### src/rtl/cxs_pkg.sv
package cxs_pkg;
  // selector width fixes the register count and the {X,P} byte layout
  localparam int SEL_W    = 4;
  localparam int REGS     = 1 << SEL_W;
  localparam int BYTE_W   = 2 * SEL_W;

  localparam logic [BYTE_W-1:0] OP_RET  = 8'h70;
  localparam logic [BYTE_W-1:0] OP_DIS  = 8'h71;
  localparam logic [BYTE_W-1:0] OP_SAV  = 8'h78;
  localparam logic [BYTE_W-1:0] OP_MARK = 8'h79;
  localparam logic [SEL_W-1:0]  GRP_SETP = 4'hD;
  localparam logic [SEL_W-1:0]  GRP_SETX = 4'hE;

  localparam logic [SEL_W-1:0] INT_P    = 4'd1;
  localparam logic [SEL_W-1:0] INT_X    = 4'd2;
  localparam int               MARK_PTR = 2;

  typedef struct packed {
    logic             takeInt;
    logic             doMark;
    logic             doRestore;
    logic             newIe;
    logic             doSave;
    logic             setP;
    logic             setX;
    logic [SEL_W-1:0] nib;
  } ctlStrobe_t;
endpackage

### src/rtl/cxs_ctrl.sv
module cxs_ctrl
  import cxs_pkg::*;
(
  input  logic              clk,
  input  logic              rstN,
  input  logic              opValid,
  input  logic [BYTE_W-1:0] opcode,
  input  logic              intReq,
  input  logic              ieFlag,
  output ctlStrobe_t        ctl
);
  logic [SEL_W-1:0] opGroup;
  assign opGroup = opcode[BYTE_W-1:SEL_W];

  always_comb begin
    ctl     = '0;
    ctl.nib = opcode[SEL_W-1:0];
    if (opValid) begin
      if (intReq && ieFlag) begin
        ctl.takeInt = 1'b1;
      end else begin
        case (opcode)
          OP_MARK: ctl.doMark = 1'b1;
          OP_SAV:  ctl.doSave = 1'b1;
          OP_RET: begin
            ctl.doRestore = 1'b1;
            ctl.newIe     = 1'b1;
          end
          OP_DIS:  ctl.doRestore = 1'b1;
          default: begin
            ctl.setP = (opGroup == GRP_SETP);
            ctl.setX = (opGroup == GRP_SETX);
          end
        endcase
      end
    end
  end


  int_gate_chk: assert property (@(posedge clk) disable iff (!rstN)
    (opValid && intReq && !ieFlag) |-> !ctl.takeInt);


  int_blocks_op_chk: assert property (@(posedge clk) disable iff (!rstN)
    ctl.takeInt |-> !(ctl.doMark || ctl.doSave || ctl.doRestore || ctl.setP || ctl.setX));
endmodule

### src/rtl/cxs_dpath.sv
module cxs_dpath
  import cxs_pkg::*;
#(
  parameter int ADDR_W = 16
) (
  input  logic              clk,
  input  logic              rstN,
  input  ctlStrobe_t        ctl,
  input  logic [BYTE_W-1:0] memRdata,
  input  logic              rfWe,
  input  logic [SEL_W-1:0]  rfWaddr,
  input  logic [ADDR_W-1:0] rfWdata,
  input  logic [SEL_W-1:0]  rdSel,
  output logic [ADDR_W-1:0] memAddr,
  output logic [BYTE_W-1:0] memWdata,
  output logic              memWe,
  output logic [SEL_W-1:0]  xSel,
  output logic [SEL_W-1:0]  pSel,
  output logic [BYTE_W-1:0] tReg,
  output logic              ieFlag,
  output logic              intAck,
  output logic [ADDR_W-1:0] rdData
);
  logic [ADDR_W-1:0] rf [REGS];
  logic [ADDR_W-1:0] xPtr;
  logic [ADDR_W-1:0] markPtr;
  logic [BYTE_W-1:0] selPair;

  assign xPtr     = rf[xSel];
  assign markPtr  = rf[MARK_PTR];
  assign selPair  = {xSel, pSel};
  assign rdData   = rf[rdSel];
  assign memAddr  = ctl.doMark ? markPtr : xPtr;
  assign memWe    = ctl.doMark | ctl.doSave;
  assign memWdata = ctl.doMark ? selPair : tReg;

  // selector, save byte and enable state
  always_ff @(posedge clk) begin
    if (!rstN) begin
      xSel   <= '0;
      pSel   <= '0;
      tReg   <= '0;
      ieFlag <= 1'b0;
      intAck <= 1'b0;
    end else begin
      intAck <= ctl.takeInt;
      if (ctl.takeInt) begin
        tReg   <= selPair;
        pSel   <= INT_P;
        xSel   <= INT_X;
        ieFlag <= 1'b0;
      end else if (ctl.doMark) begin
        tReg <= selPair;
        xSel <= pSel;
      end else if (ctl.doRestore) begin
        xSel   <= memRdata[BYTE_W-1:SEL_W];
        pSel   <= memRdata[SEL_W-1:0];
        ieFlag <= ctl.newIe;
      end else if (ctl.setP) begin
        pSel <= ctl.nib;
      end else if (ctl.setX) begin
        xSel <= ctl.nib;
      end
    end
  end

  // scratchpad registers, one process per entry
  for (genvar i = 0; i < REGS; i++) begin : g_reg
    logic [ADDR_W-1:0] regQ;
    logic              markHit;
    logic              restoreHit;
    assign markHit    = ctl.doMark && (i == MARK_PTR);
    assign restoreHit = ctl.doRestore && (xSel == SEL_W'(i));
    always_ff @(posedge clk) begin
      if (!rstN) begin
        regQ <= '0;
      end else if (markHit) begin
        regQ <= regQ - 1'b1;
      end else if (restoreHit) begin
        regQ <= regQ + 1'b1;
      end else if (rfWe && (rfWaddr == SEL_W'(i))) begin
        regQ <= rfWdata;
      end
    end
    assign rf[i] = regQ;
  end


  int_entry_chk: assert property (@(posedge clk) disable iff (!rstN)
    ctl.takeInt |=> (pSel == INT_P) && (xSel == INT_X) && !ieFlag && intAck
                    && (tReg == $past(selPair)));


  ack_needs_ie_chk: assert property (@(posedge clk) disable iff (!rstN)
    intAck |-> !ieFlag && ($past(ieFlag) || $past(intAck) == 1'b0 && $past(ieFlag)));


  mark_chk: assert property (@(posedge clk) disable iff (!rstN)
    ctl.doMark |=> (xSel == $past(pSel)) && (pSel == $past(pSel))
                   && (rf[MARK_PTR] == $past(markPtr) - 1'b1));


  restore_chk: assert property (@(posedge clk) disable iff (!rstN)
    ctl.doRestore |=> (selPair == $past(memRdata)) && (ieFlag == $past(ctl.newIe)));


  save_write_chk: assert property (@(posedge clk) disable iff (!rstN)
    ctl.doSave |-> memWe && (memWdata == tReg) && (memAddr == xPtr));


  save_keep_chk: assert property (@(posedge clk) disable iff (!rstN)
    ctl.doSave |=> $stable(selPair) && $stable(tReg) && $stable(ieFlag));


  set_p_chk: assert property (@(posedge clk) disable iff (!rstN)
    ctl.setP |=> (pSel == $past(ctl.nib)) && $stable(xSel));


  we_src_chk: assert property (@(posedge clk) disable iff (!rstN)
    memWe |-> ctl.doMark || ctl.doSave);
endmodule

### src/rtl/ctx_switch_ctrl.sv
module ctx_switch_ctrl
  import cxs_pkg::*;
#(
  parameter int ADDR_W = 16
) (
  input  logic              clk,
  input  logic              rstN,
  input  logic              opValid,
  input  logic [BYTE_W-1:0] opcode,
  input  logic              intReq,
  input  logic [BYTE_W-1:0] memRdata,
  input  logic              rfWe,
  input  logic [SEL_W-1:0]  rfWaddr,
  input  logic [ADDR_W-1:0] rfWdata,
  input  logic [SEL_W-1:0]  rdSel,
  output logic [ADDR_W-1:0] memAddr,
  output logic [BYTE_W-1:0] memWdata,
  output logic              memWe,
  output logic [SEL_W-1:0]  xSel,
  output logic [SEL_W-1:0]  pSel,
  output logic [BYTE_W-1:0] tReg,
  output logic              ieFlag,
  output logic              intAck,
  output logic [ADDR_W-1:0] rdData
);
  ctlStrobe_t ctl;

  cxs_ctrl u_ctrl (
    .clk     (clk),
    .rstN    (rstN),
    .opValid (opValid),
    .opcode  (opcode),
    .intReq  (intReq),
    .ieFlag  (ieFlag),
    .ctl     (ctl)
  );

  cxs_dpath #(.ADDR_W(ADDR_W)) u_dpath (
    .clk      (clk),
    .rstN     (rstN),
    .ctl      (ctl),
    .memRdata (memRdata),
    .rfWe     (rfWe),
    .rfWaddr  (rfWaddr),
    .rfWdata  (rfWdata),
    .rdSel    (rdSel),
    .memAddr  (memAddr),
    .memWdata (memWdata),
    .memWe    (memWe),
    .xSel     (xSel),
    .pSel     (pSel),
    .tReg     (tReg),
    .ieFlag   (ieFlag),
    .intAck   (intAck),
    .rdData   (rdData)
  );
endmodule

### config.mk
export PLATFORM = sky130hd
export DESIGN_NAME = ctx_switch_ctrl
export DESIGN_NICKNAME = d
export VERILOG_FILES = /design/src/rtl/cxs_pkg.sv /design/src/rtl/cxs_ctrl.sv /design/src/rtl/cxs_dpath.sv /design/src/rtl/ctx_switch_ctrl.sv
export SDC_FILE = /design/constraint.sdc
export NUM_CORES = 1
export LEC_CHECK = 0
export BUFFER_PORTS_ARGS = -buffer_cell sky130_fd_sc_hd__buf_4
export CORE_MARGIN = 4
export CORE_UTILIZATION = 45
export CTS_BUF_LIST = sky130_fd_sc_hd__clkbuf_8 sky130_fd_sc_hd__clkbuf_16
export CTS_CLUSTER_DIAMETER = 60
export CTS_CLUSTER_SIZE = 28
export DETAILED_ROUTE_END_ITERATION = 10
export PLACE_DENSITY = 0.62
export SLEW_MARGIN = 20
export SYNTH_ARGS = -nofsm -noshare
export SYNTH_HDL_FRONTEND = slang
export SYNTH_HIERARCHICAL = 1
export SYNTH_SLANG_ARGS = --single-unit
### constraint.sdc
create_clock -name clk -period 3.7 [get_ports clk]
set_clock_uncertainty 0.15 [all_clocks]
set_input_delay 0.74 -clock clk [delete_from_list [all_inputs] [get_ports clk]]
set_output_delay 0.74 -clock clk [all_outputs]
set_load 0.03 [all_outputs]
# Word-level counts from Yosys, hierarchy flattened
# Cells that the tools add are included.
# classes
add_sub_neg	17
magnitude_cmp	2
eq_ne	39
n_mux	59
bitwise_logic	5
n_reduce_logical	63
# ops
operator	count
16-bit 2-to-1 mux	38
16-bit by 1-bit adder with 16-bit output, second input constant	16
16-bit binary-select mux with 4-bit select	2
4-bit equality test, second input constant	18
1-bit logical AND	33
4-bit by 3-bit equality test with 1-bit output, second input constant	8
8-bit by 7-bit equality test with 1-bit output, second input constant	4
2-bit nonzero test	16
4-bit 2-to-1 mux	6
4-bit by 2-bit equality test with 1-bit output, second input constant	4
8-bit 2-to-1 mux	2
16-bit by 1-bit subtractor with 16-bit output, second input constant	1
5-bit >= comparator, second input constant	2
4-bit NOT with 5-bit output	2
2-bit AND reduction	5
3-bit nonzero test	3
4-bit by 1-bit equality test with 1-bit output, second input constant	2
4-bit zero test	2
1-bit 2-to-1 mux	7
7-bit 2-to-1 mux	1
6-bit 2-to-1 mux	1
2-bit 2-to-1 mux	2
4-bit by 1-bit != test with 1-bit output, second input constant	1
4-bit nonzero test	1
other kinds (6)	8
# word_totals
regBits	274
out_inout_bits	59
word_cells	208

# Logic depth before layout (Yosys ltp)
# Gate-level depths: netlist of the first run.
# depth
ltp_word	10
depth_mapped	10
mapped_depth_nobuf	7

# Cells and area by module
# The synthesis of the first run kept the hierarchy.
# modules_own_cells
module	instances	cells_per_inst	area_each_um2	seq_area_each_um2
cxs_dpath	1	2295	19681.4	5485.3
cxs_ctrl	1	19	165.2	0.0

# Worst setup path after synthesis of the first run
# OpenSTA, ideal clock, no wires.
# synth_path
kind	input -> output
from	in opValid
to	out memAddr[10]
t_arrival_ns	2.699
required_ns	2.810
path_slack_ns	0.111
stages	8
path_buffers	2
cell_sequence	a21bo_2 > nor4_1 > clkbuf_1 > inv_1 > nand2_1 > clkbuf_1 > o22ai_1 > a21oi_1
# synth_rtl
element	line_no	rtl
start, declared	ctx_switch_ctrl.sv:8	input logic opValid,
end, declared	ctx_switch_ctrl.sv:16	output logic [ADDR_W-1:0] memAddr,

# Final worst setup path of the first run
# layout_path
from	reg u_dpath.xSel[0]
to	out memAddr[15]
# layout_between
elab_chain_cells	5
# layout_lines
element	line_no	rtl
start, declared	cxs_dpath.sv:17	output logic [SEL_W-1:0] xSel,
start signal, assigned	cxs_dpath.sv:54	xSel <= pSel;
start signal, assigned	cxs_dpath.sv:56	xSel <= memRdata[BYTE_W-1:SEL_W];
start signal, assigned	cxs_dpath.sv:62	xSel <= ctl.nib;
4-bit NOT with 5-bit output (not written as such)	cxs_dpath.sv:29	assign xPtr = rf[xSel];
16-bit binary-select mux with 4-bit select	cxs_dpath.sv:29	
16-bit 2-to-1 mux (not written as such) (2 in series)	cxs_dpath.sv:29	
16-bit 2-to-1 mux	cxs_dpath.sv:33	assign memAddr = ctl.doMark ? markPtr : xPtr;
# Every way passes these cells. The select of a mux whose other input is x is not followed.

==> summary.txt, run 1 <==
Global route
  – Total grt overflow: 0
  – Initial antenna violation count: 3
  – First-pass GRT wire length: about 130 mm
  – Vias in the first global route: between 15000 and 20000
  – Largest net degree at the start of global routing: 66
  – Total global-route track usage: between 30% and 40%

Place
  – Gpl congestion: 1.03
  – Post-DP HPWL: 61.5 mm
  – Post-placement cell count: approximately 2900
  – Port Buffers: roughly 100

Flow run
  – Maxcap violations: 0

Pwr
  – Sw Ratio: 28.3%
  – NetSw: a little over 2 mW
  – Flop pwr share: between 40% and 50%
  – Clk pwr share: about 47%
  – Combinational power share: roughly a tenth
  – Power Internal: 5.17 mW
  – Leak Pwr: 7.45 nW
  – Power per cell area: 317 nW/um2
  – Max VDD drop: 0.298 mV

Logic synthesis
  – EDFF count, synth: 0
  – #FFs+latches synth: between 200 and 300
  – Yosys cell types: 78
  – Synthesized net count: between 2000 and 2500
  – Ys flop type: dfxtp_1
  – Synth Warn #: 6
  – Post-synthesis sequential area ratio: approximately 28%
  – Mapped Cells: 2314
  – Synthesized area per cell: 8.58 um2
  – Ys async rst share: 0%
  – Synth Cell Area: 19800 um2

Routing
  – Initial DRC count: about 3400
  – Post-DR vias/cell: approximately 7.2
  – Vias: ~21000
  – Wirelength per Cell: approximately 29 um
  – Final wirelength: approximately 87 mm
  – Drt pass-1 iters: 8
  – Antenna-violating nets left: 0
  – DRC violations left: 0

Final layout
  – Final Net Count: around 2400
  – Fin cells: just under 3000
  – Antenna Cells: 0
  – Share of cells above drive strength 1: 21.2%
  – Most common cell after layout, fill and taps aside: dfxtp_1
  – Area growth from synthesis to layout: 14.5%
  – Commonest non-fill, non-tap cells in the layout: dfxtp_1 (271), buf_4 (215), nor2_1 (214)

CTS
  – Clock Path Buffers: 3
  – Clk slew on worst S/H paths: approximately 0.06 ns
  – CTS tree: yes
  – CTS Buf Count: 30
  – Hold_buf cts: 0
  – Clock tree root driver cell: clkbuf_16
  – Worst-Skew Late Latency: between 0.6 and 0.7 ns
  – Sink Count: between 200 and 300
  – H-tree depth: 1

Setup path
  – Type of origin of the critical path: register
  – Critical path peak fanout: 8
  – Cell mode on critical path: buf_4
  – Slowest CP cell: mux4_2
  – Setup CP Type: register to output port
  – Crit end category: output port
  – CP arrival: approximately 2.8 ns
  – Cells along the critical path: buf_4 -> mux4_2 -> mux2_2 -> o22ai_1 -> a21oi_1 -> buf_4
  – R2R setup slack: 0.49 ns
  – Reg2reg end: u_dpath/g_reg[4].regQ[4]
  – Worst R2R Path Depth: 7
  – Worst setup path start: u_dpath/xSel[0]
  – CP endpoint: memAddr[15]
  – FF-to-FF Start: u_dpath/xSel[1]
  – WP data required: 2.81 ns
  – Worst path max stage delay: 0.52 ns

Floorplanning
  – Rows: between 70 and 80
  – Die height: between 200 and 250 um
  – Die area: 47500 um2
  – Core Region: about 43000 um2
  – Starting density of the core: a little under half
  – Die X: 218 um
  – Boundary pin count: between 100 and 150

STA
  – Worst-margin pin slew: about 0.99 ns
  – Count of final max-slew check failures: 0
  – Final min period: roughly 3.7 ns
  – Setup_tns: 0 ns
  – RSZ-0062 raised after global routing: no
  – FMAX: roughly 0.27 GHz
  – Fin. Hold Viols: 0
  – Final setup viols: 0
  – Ratio of final minimum period to clock period: between 90 and 100%
  – Slew HR: 33.3%

Run status
  – Status: complete, no violations

Hold path
  – Hold crit path type: input port to register
[critical path, delay by kind of cell (launching register included)]
kind	cells	cell delay (ns)
AOI/OAI and AO/OA	2	0.41
buffers and inverters	2	0.43
muxes	2	0.85
DFF	1	0.47
[worst min path at each step]
| stage | start | to | slack (ns) | cells after the start |
|---|---|---|---|---|
| 6_report | memRdata[1] | u_dpath/pSel[1] | 0.35 | 3 |
| 5_1_grt | memRdata[1] | u_dpath/pSel[1] | 0.36 | 3 |
| 4_1_cts | memRdata[1] | u_dpath/pSel[1] | 0.34 | 3 |
| 3_5_place_dp | u_dpath/pSel[0] | u_dpath/tReg[0] | 0.37 | 1 |
| 3_3_place_gp | u_dpath/g_reg[1].regQ[13] | u_dpath/g_reg[1].regQ[13] | 0.37 | 2 |
| 2_1_floorplan | u_dpath/g_reg[11].regQ[2] | u_dpath/g_reg[11].regQ[2] | 0.32 | 2 |
[sequential cells by signal, summed over array words and instances (netlist names)]
register and cells:
u_dpath/intAck 1, u_dpath/pSel 4, u_dpath/g.regQ 256, u_dpath/xSel 4, u_dpath/tReg 8, u_dpath/ieFlag 1
[power groups by stage]
stage | sequential (mW) | combinational [mW] | clock, mW
5_1_grt | 3.09 | 0.784 | 3.49
3_3_place_gp | 3.15 | 0.714 | 0
4_1_cts | 3.08 | 0.729 | 3.38
3_5_place_dp | 3.15 | 0.721 | 0
2_1_floorplan | 3.10 | 0.433 | 0
6_report | 3.08 | 0.755 | 3.36
[routing by layer]
metal	part of all wire [%]	GRT usage, %	routed length [um]	vias to the layer above
li1	-	-	-	9231
met3	11	7.59	9770	329
met2	44	54.2	38400	1520
met5	0.022	0	19	-
met4	6.4	17.4	5550	4
met1	38	47.5	33500	10400
[through the flow]
stage	power (mW)	area (um2)	setup slack [ns]	utilization (%)	hold slack [ns]
6_report	7.20	22700	0.0357	52.4	0.350
5_1_grt	7.36	22700	0.0123	52.4	0.357
4_1_cts	7.19	22600	0.0141	52.2	0.342
3_5_place_dp	3.87	21500	0.253	49.6	0.369
3_3_place_gp	3.86	21500	0.298	49.6	0.367
2_1_floorplan	3.54	19800	0.111	-	0.318
[final cells by class]
type | instances | area, um2
repair buffers | 226 | 1840
well taps | 585 | 732
inverters | 48 | 185
fillers | 4095 | 20600
multi-input cells | 1793 | 13400
flip-flops and latches | 274 | 5490
clock inverters | 21 | 251
clock buffers | 34 | 828
[repair_timing]
item,in CTS,in global routing
endpoints found under the setup margin,16,5
resized for setup,1,0
setup buffers,3,12
[cell families (layout without fill, tap and decap cells)]
kind of cell	count (synthesis)	in the layout	share of synthesized area, %
muxes	208	208	19.9
and+or+nand+nor	869	869	22.4
xor gates and xnor gates	8	8	0.353
AOI/OAI and AO/OA	691	691	23.7
buffers and inverters	247	329	4.98
adders and majority gates	17	17	1.07
DFF	274	274	27.6
[synthesized netlist by cell type (7+ instances only)]
master	n	area (um2)
a22o_1	10	87.6
and4_1	15	131
nor4_1	24	150
o22ai_1	34	213
inv_1	46	173
nor4_2	8	100
or3_1	24	150
nor3b_1	30	225
nor2_1	214	803
o21a_1	15	113
mux4_2	144	3240
a21oi_1	134	671
a22oi_1	19	143
o31a_1	9	78.8
nor2b_1	14	87.6
or4_1	15	113
nand2_1	194	728
a31oi_1	45	282
nor3_1	71	355
dfxtp_1	274	5490
clkbuf_1	140	526
buf_1	18	67.6
a32oi_1	17	149
a21o_1	7	52.6
o211ai_1	60	450
o221ai_1	16	140
a221oi_1	55	482
nand3_1	95	475
buf_2	37	185
ha_1	17	213
and2_1	15	93.8
a311oi_1	39	342
nand4_1	55	344
o21ai_0	133	666
mux2_2	48	541
a211oi_1	40	300
and3_1	58	363
mux2i_1	16	160
o311ai_0	8	70.1
Note: power is estimated with default switching activity, not from simulation.
==> inputs of run 2 (changes only) <==
--- a/config.mk
+++ b/config.mk
@@ -5,7 +5,7 @@
 export SDC_FILE = /design/constraint.sdc
 export NUM_CORES = 1
 export LEC_CHECK = 0
-export BUFFER_PORTS_ARGS = -buffer_cell sky130_fd_sc_hd__buf_4
+export BUFFER_PORTS_ARGS = -buffer_cell sky130_fd_sc_hd__buf_2
 export CORE_MARGIN = 4
 export CORE_UTILIZATION = 45
 export CTS_BUF_LIST = sky130_fd_sc_hd__clkbuf_8 sky130_fd_sc_hd__clkbuf_16
@@ -16,5 +16,4 @@
 export SLEW_MARGIN = 20
 export SYNTH_ARGS = -nofsm -noshare
 export SYNTH_HDL_FRONTEND = slang
-export SYNTH_HIERARCHICAL = 1
 export SYNTH_SLANG_ARGS = --single-unit
==> summary.txt, run 2 <==
STA
  – Slew HR: 41.0% (was 33.3%)
  – Final setup viols: 1 (was 0)
  – Final hold slack: 0.232 ns (was 0.350 ns)
  – Ratio of final minimum period to clock period: 100% (was 99.0%)
  – Count of final max-slew check failures: 0 (unchanged)
  – Setup ws final: -0.00603 ns (was 0.0357 ns)
  – Worst-margin pin slew: 0.878 ns (was 0.993 ns)
  – Setup_tns: -0.00603 ns (was 0 ns)
  – Fin. Hold Viols: 0 (unchanged)
  – RSZ-0062 raised after global routing: yes (was no)
  – FMAX: 0.270 GHz (was 0.273 GHz)
  – Final min period: 3.71 ns (was 3.66 ns)

Global route
  – Vias in the first global route: 19700 (was 19300)
  – Initial antenna violation count: 6 (was 3)
  – Total grt overflow: 0 (unchanged)
  – Total global-route track usage: 38.3% (was 35.4%)
  – Largest net degree at the start of global routing: 81 (was 66)
  – First-pass GRT wire length: 135 mm (was 128 mm)

Logic synthesis
  – EDFF count, synth: 0 (unchanged)
  – Ys async rst share: 0% (unchanged)
  – Synth Warn #: 0 (was 6)
  – #FFs+latches synth: 274 (unchanged)
  – Largest cells by area after synthesis: dfxtp_1 (28%), mux4_2 (18%), a21oi_1 (5.1%) (was dfxtp_1 (28%), mux4_2 (16%), nor2_1 (4.0%))
  – Post-synthesis sequential area ratio: 28.0% (was 27.6%)
  – Synthesized area per cell: 8.41 um2 (was 8.58 um2)
  – Mapped Cells: 2333 (was 2314)
  – Most instantiated library cell after synthesis: dfxtp_1 (unchanged)
  – Most frequent cells after synthesis: dfxtp_1 (274), nand2_1 (247), nor2_1 (208) (was dfxtp_1 (274), nor2_1 (214), nand2_1 (194))
  – Share of the synthesized area in the top cell type: 28.0% (was 27.6%)
  – Ys flop type: dfxtp_1 (unchanged)
  – Yosys cell types: 81 (was 78)
  – Synth Cell Area: 19600 um2 (was 19800 um2)
  – Synthesized net count: 2395 (was 2376)
  – Yosys top cell by area: dfxtp_1 (unchanged)

Setup path
  – CP arrival: 2.82 ns (was 2.77 ns)
  – WP data required: 2.81 ns (about the same)
  – Crit end category: output port (unchanged)
  – Worst path max stage delay: 0.55 ns (was 0.52 ns)
  – Cells along the critical path: buf_12 -> buf_16 -> mux4_2 -> mux4_2 -> nand2_1 -> nand2_1 -> buf_2 (was buf_4 -> mux4_2 -> mux2_2 -> o22ai_1 -> a21oi_1 -> buf_4)
  – Setup CP Type: register to output port (unchanged)
  – Critical path peak fanout: 6 (was 8)
  – Slowest CP cell: mux4_2 (unchanged)
  – Type of origin of the critical path: register (unchanged)

Pwr
  – Clk pwr share: 47.4% (was 46.7%)
  – Total power: 7.30 mW (was 7.20 mW)
  – NetSw: 2.08 mW (was 2.04 mW)
  – Power Internal: 5.22 mW (was 5.17 mW)
  – Flop pwr share: 42.7% (was 42.8%)
  – Leak Pwr: 7.86 nW (was 7.45 nW)
  – Sw Ratio: 28.5% (was 28.3%)
  – Max VDD drop: 0.315 mV (was 0.298 mV)
  – Combinational power share: 10.0% (was 10.5%)
  – Power per cell area: 324 nW/um2 (was 317 nW/um2)

Floorplanning
  – Die X: 217 um (was 218 um)
  – Die area: 47000 um2 (was 47500 um2)
  – Boundary pin count: 104 (unchanged)
  – Starting density of the core: 45.5% (was 45.8%)
  – Core Region: 43100 um2 (was 43400 um2)
  – Die height: 217 um (was 218 um)
  – Rows: 76 (unchanged)

Final layout
  – Area growth from synthesis to layout: 14.7% (was 14.5%)
  – Share of cells above drive strength 1: 20.2% (was 21.2%)
  – Number of flip-flops in the largest register: 256 (unchanged)
  – Filler cells: 4025 (was 4095)
  – Commonest non-fill, non-tap cells in the layout: dfxtp_1 (271), nand2_1 (245), nor2_1 (208) (was dfxtp_1 (271), buf_4 (215), nor2_1 (214))
  – Regs by FF count: u_dpath.g.regQ x256, u_dpath.tReg x8 (was u_dpath/g.regQ x256, u_dpath/tReg x8)
  – Most common cell after layout, fill and taps aside: dfxtp_1 (unchanged)
  – Combined flip-flop and latch cell area: 5490 um2 (unchanged)
  – Area of the multi-input gates: 13200 um2 (was 13400 um2)
  – Most flop-heavy register: u_dpath.g.regQ (was u_dpath/g.regQ)
  – Final Net Count: 2490 (was 2435)

CTS
  – Clock tree root driver cell: clkbuf_16 (unchanged)
  – Worst-Skew Late Latency: 0.61 ns (about the same)
  – Sink Count: 274 (unchanged)
  – Clock Path Buffers: 3 (unchanged)
  – Clk slew on worst S/H paths: 0.07 ns (was 0.06 ns)
  – CTS Buf Count: 30 (unchanged)
  – CTS tree: yes (unchanged)
  – H-tree depth: 1 (unchanged)

Run status
  – Status: complete, but fails checks (was complete, no violations)
  – Failing checks: negative setup slack

Place
  – Pre-CTS setup slack: 0.234 ns (was 0.253 ns)
  – Post-DP HPWL: 68.8 mm (was 61.5 mm)
  – Port Buffers: 103 (unchanged)
  – Gpl congestion: 1.08 (was 1.03)

Hold path
  – Hold crit path type: input port to register (unchanged)

Routing
  – Final wirelength: 93.9 mm (was 87.3 mm)
  – Wirelength per Cell: 30.9 um (was 29.3 um)
  – Drt pass-1 iters: 7 (was 8)
  – DRC violations left: 0 (unchanged)
  – Initial DRC count: 4116 (was 3445)
  – Antenna-violating nets left: 0 (unchanged)
  – Vias: 21900 (was 21500)
  – Post-DR vias/cell: 7.22 (was 7.21)

Flow run
  – Maxcap violations: 0 (unchanged)
## run 2: critical path: cells and delay by family (launching register included)
kind | cells | cell delay [ns]
buf+inv | 3 | 0.47
flops | 1 | 0.45
simple gates | 2 | 0.20
mux | 2 | 1.08
## run 2: layout make-up
cell class | count | share of cell area [%]
multi-input combinational | 1829 | 58.8
sequential | 274 | 24.4
timing repair buffer | 242 | 7.68
clock buffer | 34 | 3.63
tap | 585 | 3.25
clock inverter | 21 | 1.31
inverter | 51 | 0.873
antenna | 1 | 0.0111
## run 2: timing repair
item,in CTS,in global routing
setup endpoints to repair,16,13
resized for setup,1,7
hold buffers,0,0
gates cloned,0,1
pin swaps,0,0
buffers inserted,5,6
## run 2: power by group through the flow
| stage | Clock (mW) | Sequential, mW | Combinational, mW |
|---|---|---|---|
| 2_1_floorplan | 0 | 3.11 | 0.432 |
| 3_5_place_dp | 0 | 3.17 | 0.693 |
| 4_1_cts | 3.47 | 3.10 | 0.704 |
| 5_1_grt | 3.59 | 3.11 | 0.760 |
| 6_report | 3.46 | 3.11 | 0.729 |
| 3_3_place_gp | 0 | 3.17 | 0.682 |
## run 2: worst paths after layout
path | start | end | slack [ns] | depth (start not counted)
setup / recovery | u_dpath.xSel[0] | memAddr[4] | -0.006 | 7
setup reg to reg | u_dpath.xSel[3] | u_dpath.g_reg[0].regQ[11] | 0.65 | 7
hold / removal | opcode[0] | u_dpath.ieFlag | 0.23 | 2
hold reg to reg | u_dpath.tReg[0] | u_dpath.tReg[0] | 0.35 | 2
## run 2: layer usage
metal	vias up	wire (um)	GRT usage, %	share of wire (%)
met3	409	13400	11.7	14
met5	-	22	0	0.023
met4	4	7700	22.9	8.2
li1	9285	-	-	-
met1	10600	34700	51.1	37
met2	1680	38100	54.6	41
## run 2: stage by stage
stage          util (%)  area [um2]  std cells
3_3_place_gp       49.3       21200       2969
5_1_grt            52.2       22500       3036
6_report           52.2       22500       3037
2_1_floorplan         -       19600       2333
4_1_cts            52.0       22400       3029
3_5_place_dp       49.3       21200       2969
## run 2: kinds of logic (layout without fill, tap and decap cells)
group	count (synthesis)	in the layout	synth area share, %
adder cells (fa/ha/maj)	17	17	1.08
flip-flops	274	274	28.0
AO/OA/AOI/OAI	734	734	24.1
other	0	1	0
multiplexers	173	173	19.1
XOR/XNOR	9	9	0.402
buffers and inverters	230	348	4.61
AND/OR/NAND/NOR	896	896	22.7
